===== config.mk =====
export PLATFORM = sky130hd
export DESIGN_NAME = callstack_seq
export DESIGN_NICKNAME = d
export VERILOG_FILES = /design/src/rtl/cseq_pkg.sv /design/src/rtl/cseq_step_plan.sv /design/src/rtl/cseq_capture.sv /design/src/rtl/callstack_seq.sv
export SDC_FILE = /design/constraint.sdc
export NUM_CORES = 1
export LEC_CHECK = 0
export CORE_ASPECT_RATIO = 0.9
export CORE_UTILIZATION = 54
export DETAILED_ROUTE_END_ITERATION = 16
export GPL_TIMING_DRIVEN = 0
export PLACE_DENSITY_LB_ADDON = 0.1
export SYNTH_ARGS = -nofsm -noshare
export SYNTH_HDL_FRONTEND = slang
export SYNTH_HIERARCHICAL = 1
export SYNTH_SLANG_ARGS = --single-unit

===== constraint.sdc =====
create_clock -name clk -period 4.4 [get_ports clk]
set_input_delay 1.32 -clock clk [delete_from_list [all_inputs] [get_ports clk]]
set_output_delay 1.32 -clock clk [all_outputs]
set_load 0.01 [all_outputs]

===== src/rtl/cseq_pkg.sv =====
package cseq_pkg;

   localparam int unsigned OP_COUNT = 9;

   typedef enum logic [3:0] {
      OP_CALL_ABS  = 4'd0,
      OP_CALL_FIX  = 4'd1,
      OP_CALL_TBL  = 4'd2,
      OP_BREAK     = 4'd3,
      OP_RET_SUB   = 4'd4,
      OP_RET_INT   = 4'd5,
      OP_RET_BRK   = 4'd6,
      OP_PUSH_PAIR = 4'd7,
      OP_POP_PAIR  = 4'd8
   } cseq_op_e;

   // where a byte fetched during a step is stored
   typedef enum logic [2:0] {
      DST_NONE,
      DST_PC_LO,
      DST_PC_HI,
      DST_STAT,
      DST_PAIR_LO,
      DST_PAIR_HI
   } cseq_dst_e;

   function automatic logic op_legal(input logic [3:0] code);
      return 32'(code) < OP_COUNT;
   endfunction

   // distance from the instruction address to the saved return address
   function automatic logic [1:0] ret_len(input logic [3:0] code);
      case (code)
         4'd0:    return 2'd3;
         4'd1:    return 2'd2;
         default: return 2'd1;
      endcase
   endfunction

endpackage


===== src/rtl/cseq_step_plan.sv =====
module cseq_step_plan
   import cseq_pkg::*;
#(
   parameter int unsigned AW       = 16,
   parameter int unsigned DW       = 8,
   parameter int unsigned SW       = 3,
   parameter int unsigned VEC_ADDR = 'h3E
) (
   input  cseq_op_e          op,
   input  logic [SW-1:0]     step,
   input  logic [AW-1:0]     sp,
   input  logic [AW-1:0]     ret_pc,
   input  logic [AW-1:0]     tbl_addr,
   input  logic [DW-1:0]     stat,
   input  logic [2*DW-1:0]   pair,
   output logic [AW-1:0]     addr,
   output logic              acc_we,
   output logic [DW-1:0]     acc_wdata,
   output cseq_dst_e         dst,
   output logic              last
);
   localparam logic [AW-1:0] K1  = AW'(1);
   localparam logic [AW-1:0] K2  = AW'(2);
   localparam logic [AW-1:0] K3  = AW'(3);
   localparam logic [AW-1:0] VEC = AW'(VEC_ADDR);

   logic [2*DW-1:0] push_word;
   logic            is_pop;

   assign push_word = (op == OP_PUSH_PAIR) ? pair : ret_pc;
   assign is_pop    = (op == OP_POP_PAIR);

   always_comb begin
      addr      = sp;
      acc_we    = 1'b0;
      acc_wdata = '0;
      dst       = DST_NONE;
      last      = 1'b0;
      case (op)
         OP_CALL_ABS, OP_CALL_FIX, OP_CALL_TBL, OP_PUSH_PAIR: begin
            case (step)
               SW'(0): begin
                  addr = sp - K1; acc_we = 1'b1; acc_wdata = push_word[2*DW-1:DW];
               end
               SW'(1): begin
                  addr = sp - K2; acc_we = 1'b1; acc_wdata = push_word[DW-1:0];
                  last = (op != OP_CALL_TBL);
               end
               SW'(2): begin
                  addr = tbl_addr; dst = DST_PC_LO;
               end
               default: begin
                  addr = tbl_addr + K1; dst = DST_PC_HI; last = 1'b1;
               end
            endcase
         end
         OP_BREAK: begin
            case (step)
               SW'(0): begin
                  addr = sp - K1; acc_we = 1'b1; acc_wdata = stat;
               end
               SW'(1): begin
                  addr = sp - K2; acc_we = 1'b1; acc_wdata = ret_pc[2*DW-1:DW];
               end
               SW'(2): begin
                  addr = sp - K3; acc_we = 1'b1; acc_wdata = ret_pc[DW-1:0];
               end
               SW'(3): begin
                  addr = VEC; dst = DST_PC_LO;
               end
               default: begin
                  addr = VEC + K1; dst = DST_PC_HI; last = 1'b1;
               end
            endcase
         end
         default: begin
            case (step)
               SW'(0): begin
                  addr = sp; dst = is_pop ? DST_PAIR_LO : DST_PC_LO;
               end
               SW'(1): begin
                  addr = sp + K1; dst = is_pop ? DST_PAIR_HI : DST_PC_HI;
                  last = (op == OP_RET_SUB) || is_pop;
               end
               default: begin
                  addr = sp + K2; dst = DST_STAT; last = 1'b1;
               end
            endcase
         end
      endcase
   end

endmodule


===== src/rtl/cseq_capture.sv =====
module cseq_capture
   import cseq_pkg::*;
#(
   parameter int unsigned AW = 16,
   parameter int unsigned DW = 8
) (
   input  logic            clk,
   input  logic            rst_n,
   input  logic            preset,
   input  logic [AW-1:0]   preset_pc,
   input  logic [DW-1:0]   preset_stat,
   input  logic            take,
   input  cseq_dst_e       dst,
   input  logic [DW-1:0]   rdata,
   output logic [AW-1:0]   pc_q,
   output logic [DW-1:0]   stat_q,
   output logic [2*DW-1:0] pair_q
);

   always_ff @(posedge clk or negedge rst_n) begin
      if (!rst_n) begin
         pc_q   <= '0;
         stat_q <= '0;
         pair_q <= '0;
      end else if (preset) begin
         pc_q   <= preset_pc;
         stat_q <= preset_stat;
      end else if (take) begin
         case (dst)
            DST_PC_LO:   pc_q[DW-1:0]      <= rdata;
            DST_PC_HI:   pc_q[2*DW-1:DW]   <= rdata;
            DST_STAT:    stat_q            <= rdata;
            DST_PAIR_LO: pair_q[DW-1:0]    <= rdata;
            DST_PAIR_HI: pair_q[2*DW-1:DW] <= rdata;
            default: ;
         endcase
      end
   end

endmodule


===== src/rtl/callstack_seq.sv =====
module callstack_seq
   import cseq_pkg::*;
#(
   parameter int unsigned AW       = 16,
   parameter int unsigned DW       = 8,
   parameter int unsigned VEC_ADDR = 'h3E
) (
   input  logic            clk,
   input  logic            rst_n,
   input  logic            start,
   input  logic [3:0]      op,
   input  logic [AW-1:0]   pc_in,
   input  logic [DW-1:0]   psw_in,
   input  logic [AW-1:0]   sp_in,
   input  logic [2*DW-1:0] pair_in,
   input  logic [AW-1:0]   target_in,
   output logic            busy,
   output logic            done,
   output logic [AW-1:0]   pc_out,
   output logic [AW-1:0]   sp_out,
   output logic [DW-1:0]   psw_out,
   output logic [2*DW-1:0] pair_out,
   output logic            nmi_clr,
   output logic [AW-1:0]   mem_addr,
   output logic            mem_we,
   output logic            mem_re,
   output logic [DW-1:0]   mem_wdata,
   input  logic [DW-1:0]   mem_rdata
);
   localparam int unsigned MAX_STEPS = 5;
   localparam int unsigned SW        = $clog2(MAX_STEPS);

   generate
      if (AW != 2 * DW) begin : g_bad_width
         $error("program counter must be exactly two bytes wide");
      end
      if (VEC_ADDR + 1 >= (1 << AW)) begin : g_bad_vec
         $error("break vector word must lie inside the address space");
      end
   endgenerate

   logic            busy_q, done_q, nmi_q;
   logic [SW-1:0]   step_q;
   cseq_op_e        op_q;
   logic [AW-1:0]   sp_q, ret_q, tbl_q, sp_out_q, sp_next;
   logic [DW-1:0]   stat_lat;
   logic [2*DW-1:0] pair_lat;

   logic            accept, direct_call;
   logic [AW-1:0]   pl_addr;
   logic            pl_we, pl_last;
   logic [DW-1:0]   pl_wdata;
   cseq_dst_e       pl_dst;

   assign accept      = start && !busy_q && op_legal(op);
   assign direct_call = (op == 4'(OP_CALL_ABS)) || (op == 4'(OP_CALL_FIX));

   always_comb begin
      case (op_q)
         OP_BREAK:                 sp_next = sp_q - AW'(3);
         OP_RET_SUB, OP_POP_PAIR:  sp_next = sp_q + AW'(2);
         OP_RET_INT, OP_RET_BRK:   sp_next = sp_q + AW'(3);
         default:                  sp_next = sp_q - AW'(2);
      endcase
   end

   always_ff @(posedge clk or negedge rst_n) begin
      if (!rst_n) begin
         busy_q   <= 1'b0;
         done_q   <= 1'b0;
         nmi_q    <= 1'b0;
         step_q   <= '0;
         op_q     <= OP_CALL_ABS;
         sp_q     <= '0;
         ret_q    <= '0;
         tbl_q    <= '0;
         stat_lat <= '0;
         pair_lat <= '0;
         sp_out_q <= '0;
      end else begin
         done_q <= 1'b0;
         nmi_q  <= 1'b0;
         if (accept) begin
            busy_q   <= 1'b1;
            step_q   <= '0;
            op_q     <= cseq_op_e'(op);
            sp_q     <= sp_in;
            ret_q    <= pc_in + AW'(ret_len(op));
            tbl_q    <= AW'(target_in[DW-1:0]);
            stat_lat <= psw_in;
            pair_lat <= pair_in;
         end else if (busy_q) begin
            step_q <= step_q + SW'(1);
            if (pl_last) begin
               busy_q   <= 1'b0;
               done_q   <= 1'b1;
               nmi_q    <= (op_q == OP_RET_INT);
               sp_out_q <= sp_next;
            end
         end
      end
   end

   cseq_step_plan #(
      .AW(AW), .DW(DW), .SW(SW), .VEC_ADDR(VEC_ADDR)
   ) u_plan (
      .op        (op_q),
      .step      (step_q),
      .sp        (sp_q),
      .ret_pc    (ret_q),
      .tbl_addr  (tbl_q),
      .stat      (stat_lat),
      .pair      (pair_lat),
      .addr      (pl_addr),
      .acc_we    (pl_we),
      .acc_wdata (pl_wdata),
      .dst       (pl_dst),
      .last      (pl_last)
   );

   cseq_capture #(.AW(AW), .DW(DW)) u_capture (
      .clk         (clk),
      .rst_n       (rst_n),
      .preset      (accept),
      .preset_pc   (direct_call ? target_in : pc_in),
      .preset_stat (psw_in),
      .take        (mem_re),
      .dst         (pl_dst),
      .rdata       (mem_rdata),
      .pc_q        (pc_out),
      .stat_q      (psw_out),
      .pair_q      (pair_out)
   );

   assign busy      = busy_q;
   assign done      = done_q;
   assign nmi_clr   = nmi_q;
   assign sp_out    = sp_out_q;
   assign mem_addr  = pl_addr;
   assign mem_we    = busy_q && pl_we;
   assign mem_re    = busy_q && !pl_we && (pl_dst != DST_NONE);
   assign mem_wdata = pl_wdata;

endmodule


=== Word level (Yosys, flattened, before mapping) ===
Index checks and enable logic that the tools add are counted.

* Add/subtract/negate cells: 9
* Multipliers: 0
* Div/mod/pow operators: 0
* Magnitude comparators: 1
* Equality and inequality tests: 18
* Shifts and indexed selects: 0
* Multiplexer cells: 43
* Bitwise logic cells: 1
* Reduce and logical (&&, ||, !) cells: 31

{| class="wikitable"
|+ Operator list
! kind !! number
|-
| $pmux W16 S3 || 2
|-
| $mux W16 || 4
|-
| $pmux W16 S2 || 2
|-
| $pmux W16 S4 || 1
|-
| $mux W8 || 5
|-
| $add A16 B2 Y16 const B || 2
|-
| $pmux W8 S2 || 2
|-
| $sub A16 B2 Y16 const B || 2
|-
| $pmux W8 S3 || 1
|-
| $add A16 B1 Y16 const B || 1
|-
| $add A16 B2 Y16 || 1
|-
| $eq A4 B3 Y1 const B || 4
|-
| $sub A16 B1 Y16 const B || 1
|-
| $eq A3 B2 Y1 const B || 4
|-
| $mux W1 || 12
|-
| $mux W3 || 4
|-
| $pmux W2 S2 || 3
|-
| $pmux W3 S2 || 2
|-
| $reduce_bool A2 Y1 || 5
|-
| $add A8 B1 Y9 const B || 1
|-
| $reduce_and A3 Y1 || 3
|-
| $eq A4 B1 Y1 const B || 2
|-
| $eq A4 B2 Y1 const B || 2
|-
| $logic_not A4 Y1 || 2
|-
| other kinds (18) || 35
|}

* Register bits after elaboration: 130
* Latch bits: 0
* Memory bits (writable): 0
* ROM bits: 0
* Bits of input ports: 87
* Output and inout port bits: 85
* Word-level logic and storage cells: 119
* Memories: 0

=== Longest topological paths before layout ===
* Depth in word-level cells: 9
* Depth in mapped cells: 14
* Gate-level depth less buffers: 11

=== Modules after synthesis ===
Netlist, hierarchy kept.

{| class="wikitable"
|+ By module, submodules not included
! module !! instances !! cells an instance !! area each (um^2) !! sequential area each (um^2)
|-
| callstack_seq || 1 || 598 || 5202.5 || 2252.2
|-
| cseq_step_plan || 1 || 429 || 2829.0 || 0.0
|-
| cseq_capture || 1 || 143 || 1785.5 || 1001.0
|}

=== Worst setup path after synthesis ===
OpenSTA, ideal clock, no wires.

* Kind: register to output
* Start: register sp_q[2]
* End: output port mem_addr[11]
* Arrival: 2.493 ns
* Required time: 3.080 ns
* Path slack: 0.587 ns
* Stages on the path, launching flop included: 11
* Buffers on the path: 2
* Cells stage by stage: dfrtp_1 buf_2 inv_1 ha_1 clkbuf_1 and2_1 a31oi_1 nor2b_1 and2_1 xnor2_1 o311ai_1

* Cells in the longest elaborated chain, start to end: 3
* Elaborated cells on any way between the ends: 9
* Classes of those cells: 5 x add/sub; 4 x mux

{| class="wikitable"
|+ Ends and longest elaborated chain
! element !! RTL line !! RTL
|-
| start: declaration || callstack_seq.sv:45 || <nowiki>logic [AW-1:0] sp_q, ret_q, tbl_q, sp_out_q, sp_next;</nowiki>
|-
| start signal: assignment || callstack_seq.sv:87 || <nowiki>sp_q <= sp_in;</nowiki>
|-
| $sub A16 B2 Y16 (tied with other cells) || cseq_step_plan.sv:66 || <nowiki>addr = sp - K3; acc_we = 1'b1; acc_wdata = ret_pc[DW-1:0];</nowiki>
|-
| $pmux W16 S4 (tied with other cells) || cseq_step_plan.sv:58 || <nowiki>case (step)</nowiki>
|-
| $pmux W16 S2 * || cseq_step_plan.sv:39 || <nowiki>case (op)</nowiki>
|-
| end: declaration || callstack_seq.sv:24 || <nowiki>output logic [AW-1:0] mem_addr,</nowiki>
|}

Mark *: on every way between the ends. The rest lies on a longest branch, timed or not.

=== Final worst setup path ===
* Start: register step_q[2]
* End: output port mem_re

* Elaborated cells on any way between the ends: 17
* Classes of those cells: 3 x eq/ne; 7 x mux; 7 x reduce/logical

{| class="wikitable"
|+ RTL lines
! element !! RTL line !! RTL
|-
| start: declaration || callstack_seq.sv:43 || <nowiki>logic [SW-1:0] step_q;</nowiki>
|-
| start signal: assignment || callstack_seq.sv:93 || <nowiki>step_q <= step_q + SW'(1);</nowiki>
|-
| $eq A3 B1 Y1 / $logic_not A3 Y1 (equally long branches) || cseq_step_plan.sv:77 || <nowiki>case (step)</nowiki>
|-
| $pmux W3 S2 * || cseq_step_plan.sv:77 ||
|-
| $pmux W3 S2 * || cseq_step_plan.sv:39 ||
|-
| named net pl_dst[2] || callstack_seq.sv:53 || <nowiki>cseq_dst_e pl_dst;</nowiki>
|-
| $reduce_bool A3 Y1 * || callstack_seq.sv:141 || <nowiki>assign mem_re = busy_q && !pl_we && (pl_dst != DST_NONE);</nowiki>
|-
| $logic_and A1 B1 Y1 * || callstack_seq.sv:141 ||
|-
| end: declaration || callstack_seq.sv:26 || <nowiki>output logic mem_re,</nowiki>
|}

The timed path passes the listed nets; every way through them passes the cells marked *.

==> results.json <==
{
  "status": "complete, no violations",
  "hold_buffers": 0,
  "die-width_um": 144,
  "power_per_cell_area_mw_per_mm2": 841,
  "whs_endpoint": "sp_out[3]",
  "gp_routability_congestion": 0.946,
  "io_pins": 172,
  "synth_area_sq_mm": 0.00982,
  "wl_per_cell_um": 20.0,
  "utilization": 0.736,
  "io_buffers": 171,
  "relSlewSlack": 0.473,
  "dieArea_sq_mm": 0.0187,
  "cts_buffer_depth": 2,
  "path_clk_slew_ps": 70,
  "final_cells": 1667,
  "drv_slew": 0,
  "synth-compound-area-share": 0.183,
  "fin_skew_ps": 16.1,
  "netSwitchingFraction": 0.479,
  "grt_pass1_wl_um": 51000,
  "synthSimpleGateAreaFrac": 0.232,
  "fmaxAchievable_mhz": 228,
  "syn_inst": 1170,
  "drt_iter0_drc": 1181,
  "min_path_type": "register to register",
  "drive_gt1_frac": 0.155,
  "p_clk_frac": 0.128,
  "synthAdderAreaFrac": 0.0367,
  "cts_tree": "yes",
  "path_cells": "buf_2 -> inv_1 -> nand2_2 -> clkbuf_4 -> nor2_2 -> nor3_2 -> nor3b_2 -> buf_4 -> clkdlybuf4s50_1",
  "synth_flop_cell": "dfrtp_1",
  "clk_latency_ps": 430,
  "dr_total_vias": 10100,
  "hold_depth": 1,
  "wirelength_um": 33300,
  "grt_start_max_net_pins": 76,
  "slowest_delay_ps": 560,
  "synthMuxAreaShare": 0.103,
  "rows": 46,
  "critPathKind": "register to output port",
  "area_growth_pct": 32.9,
  "ant_nets": 0,
  "yosysSeqAreaShare": 0.331,
  "grt-ovfl-total": 0,
  "synth_xor_area_frac": 0.0678,
  "yosysUniqueCellTypes": 92,
  "cp-start-kind": "register",
  "drc": 0,
  "p_leak_nw": 5.45,
  "worstPathRequired_ps": 3080,
  "p_sw_mw": 5.26,
  "rsz0062_at_grt": "true",
  "core-area_sq_mm": 0.0177,
  "finalCritPeriodShare": 0.998,
  "fillers": 1415,
  "clock-sinks": 130,
  "grt_pass1_vias": 9348,
  "tightest_slew_ps": 790,
  "crit_arrival_ps": 3070,
  "r2r-start": "op_q[2]",
  "via_per_inst": 6.06,
  "finalHoldViolations": 0,
  "seqPwrFrac": 0.218,
  "grt_usage": 0.358,
  "reg2regPathDepth": 10,
  "finalSetupViolCount": 0,
  "path_max_fanout": 10,
  "p_int_mw": 5.72,
  "synth_top_family_by_area": "simple AND/OR/NAND/NOR gates",
  "dp_hpwl_um": 24200,
  "synth_edf_count": 0,
  "finalSetupTns_ps": 0,
  "comb_power_share": 0.654,
  "start_util": 0.554,
  "end_kind": "output port",
  "async_flop_share": 1.00,
  "n_antenna_cell": 0,
  "hp-start": "sp_out[3]",
  "slowest_stage": "clkdlybuf4s50_1",
  "dp_cells": 1615,
  "r2r_slack_ps": 830,
  "max_cap_viol_count": 0,
  "r2r_end": "sp_out[13]",
  "syn_area_per_cell_sq_um": 8.39,
  "drt-pass1-iter-count": 5,
  "die_h_um": 130,
  "antenna_found_initial": 0,
  "ir_drop_mv": 0.695,
  "period_minus_slack_ps": 4390,
  "ctsRootBufferMaster": "clkbuf_16",
  "ys_ff_latch": 130,
  "yosys_warnings": 6,
  "final_net_count": 1528,
  "htreeDepth": 4,
  "cts_made_buffers": 17
}
-- stage by stage --
step / worst slack (ps) / hold WS, ps / area, sq um / total power [mW]
2_1_floorplan: 587 / 440 / 9940 / 6.55
3_3_place_gp: -3180 / 464 / 11900 / 8.78
3_5_place_dp: -496 / 464 / 12000 / 8.89
4_1_cts: -83.1 / 485 / 12800 / 10.6
5_1_grt: -111 / 500 / 13000 / 11.7
6_report: 7.39 / 484 / 13000 / 11.0
-- placed cells by master, fill, tap and decap left out, types with 20 or more instances in the layout --
| cell type | instances |
|---|---|
| nand3_1 | 34 |
| a21oi_1 | 53 |
| mux2i_1 | 38 |
| clkdlybuf4s50_1 | 168 |
| o21ai_1 | 29 |
| mux2_2 | 29 |
| nand2_1 | 245 |
| xnor2_1 | 41 |
| conb_1 | 33 |
| inv_1 | 22 |
| o21ai_0 | 71 |
| nor2_1 | 64 |
| xor2_1 | 34 |
| dfrtp_1 | 118 |
| ha_1 | 22 |
| clkbuf_1 | 20 |
| buf_4 | 25 |
-- how the worst max path moves through the flow --
stage,depth (start not counted),endpoint,startpoint,slack [ps]
6_report,9,mem_re,step_q[2],7
5_1_grt,9,mem_re,step_q[2],-110
4_1_cts,10,mem_re,op_q[2],-80
3_5_place_dp,9,mem_re,op_q[2],-500
3_3_place_gp,1,pair_lat[0],rst_n,-3180
2_1_floorplan,10,mem_addr[11],sp_q[2],590
-- power groups by stage --
stage	combinational [mW]	sequential, mW	clock [mW]
2_1_floorplan	4.31	2.24	0
3_3_place_gp	6.45	2.33	0
3_5_place_dp	6.54	2.35	0
4_1_cts	6.90	2.32	1.42
5_1_grt	7.75	2.45	1.47
6_report	7.18	2.39	1.41
-- flip-flops by register name, summed over array words and instances (netlist names) --
signal and count:
busy 1, done 1, u_capture/stat_q 8, u_capture/pair_q 16, pair_lat 16, ret_q 16
step_q 3, u_capture/pc_q 16, sp_out 16, sp_q 16, op_q 4, tbl_q 8
stat_lat 8, nmi_clr 1
-- synthesized netlist by cell type, drive strengths merged, types with 35 or more instances --
cell type  count  area, sq um
nand2        248          933
o21ai        104          524
xnor2         41          359
clkbuf        35          131
mux2i         38          380
a21oi         58          302
dfrtp        130         3250
mux2          37          447
buf           39          216
nand3         35          188
xor2          35          307
nor2          72          273
-- layer usage --
layer	up-vias	GRT usage	part of all wire	wire, um
met5	-	0	0	0
met4	0	0.140	0.030	986
met3	74	0.0796	0.091	3020
met2	533	0.543	0.44	14800
met1	4825	0.498	0.44	14500
li1	4670	-	-	-
-- area by class of cell --
class | instances | area [sq um] | share of cell area
flip-flops and latches | 130 | 3270 | 0.250
repair buffers | 197 | 1940 | 0.149
plain buffers | 70 | 384 | 0.0294
well taps | 240 | 300 | 0.0230
multi-input cells | 970 | 6460 | 0.495
clock inverters | 15 | 160 | 0.0123
inverters | 28 | 109 | 0.00834
clock buffers | 17 | 425 | 0.0326
-- cells by family (layout without fill, tap and decap cells) --
logic type	count (synthesis)	count (layout)
muxes	83	83
adders and majority gates	27	27
xor gates and xnor gates	76	76
and+or+nand+nor	470	470
other	1	33
buffers and inverters	102	327
DFF	130	130
AOI/OAI and AO/OA	281	281
-- timing repair --
action / in CTS / in global routing
pin swaps: 7 / 7
endpoints found under the setup margin: 26 / 17
resized for setup: 53 / 48
setup buffers: 12 / 12
-- worst max-delay path: cells and delay by family, from the launching register on --
family                 cells  cell delay [ps]
DFF                        1              420
and+or+nand+nor            4              740
buffers and inverters      5             1480
Power figures use the tool's default switching activity.
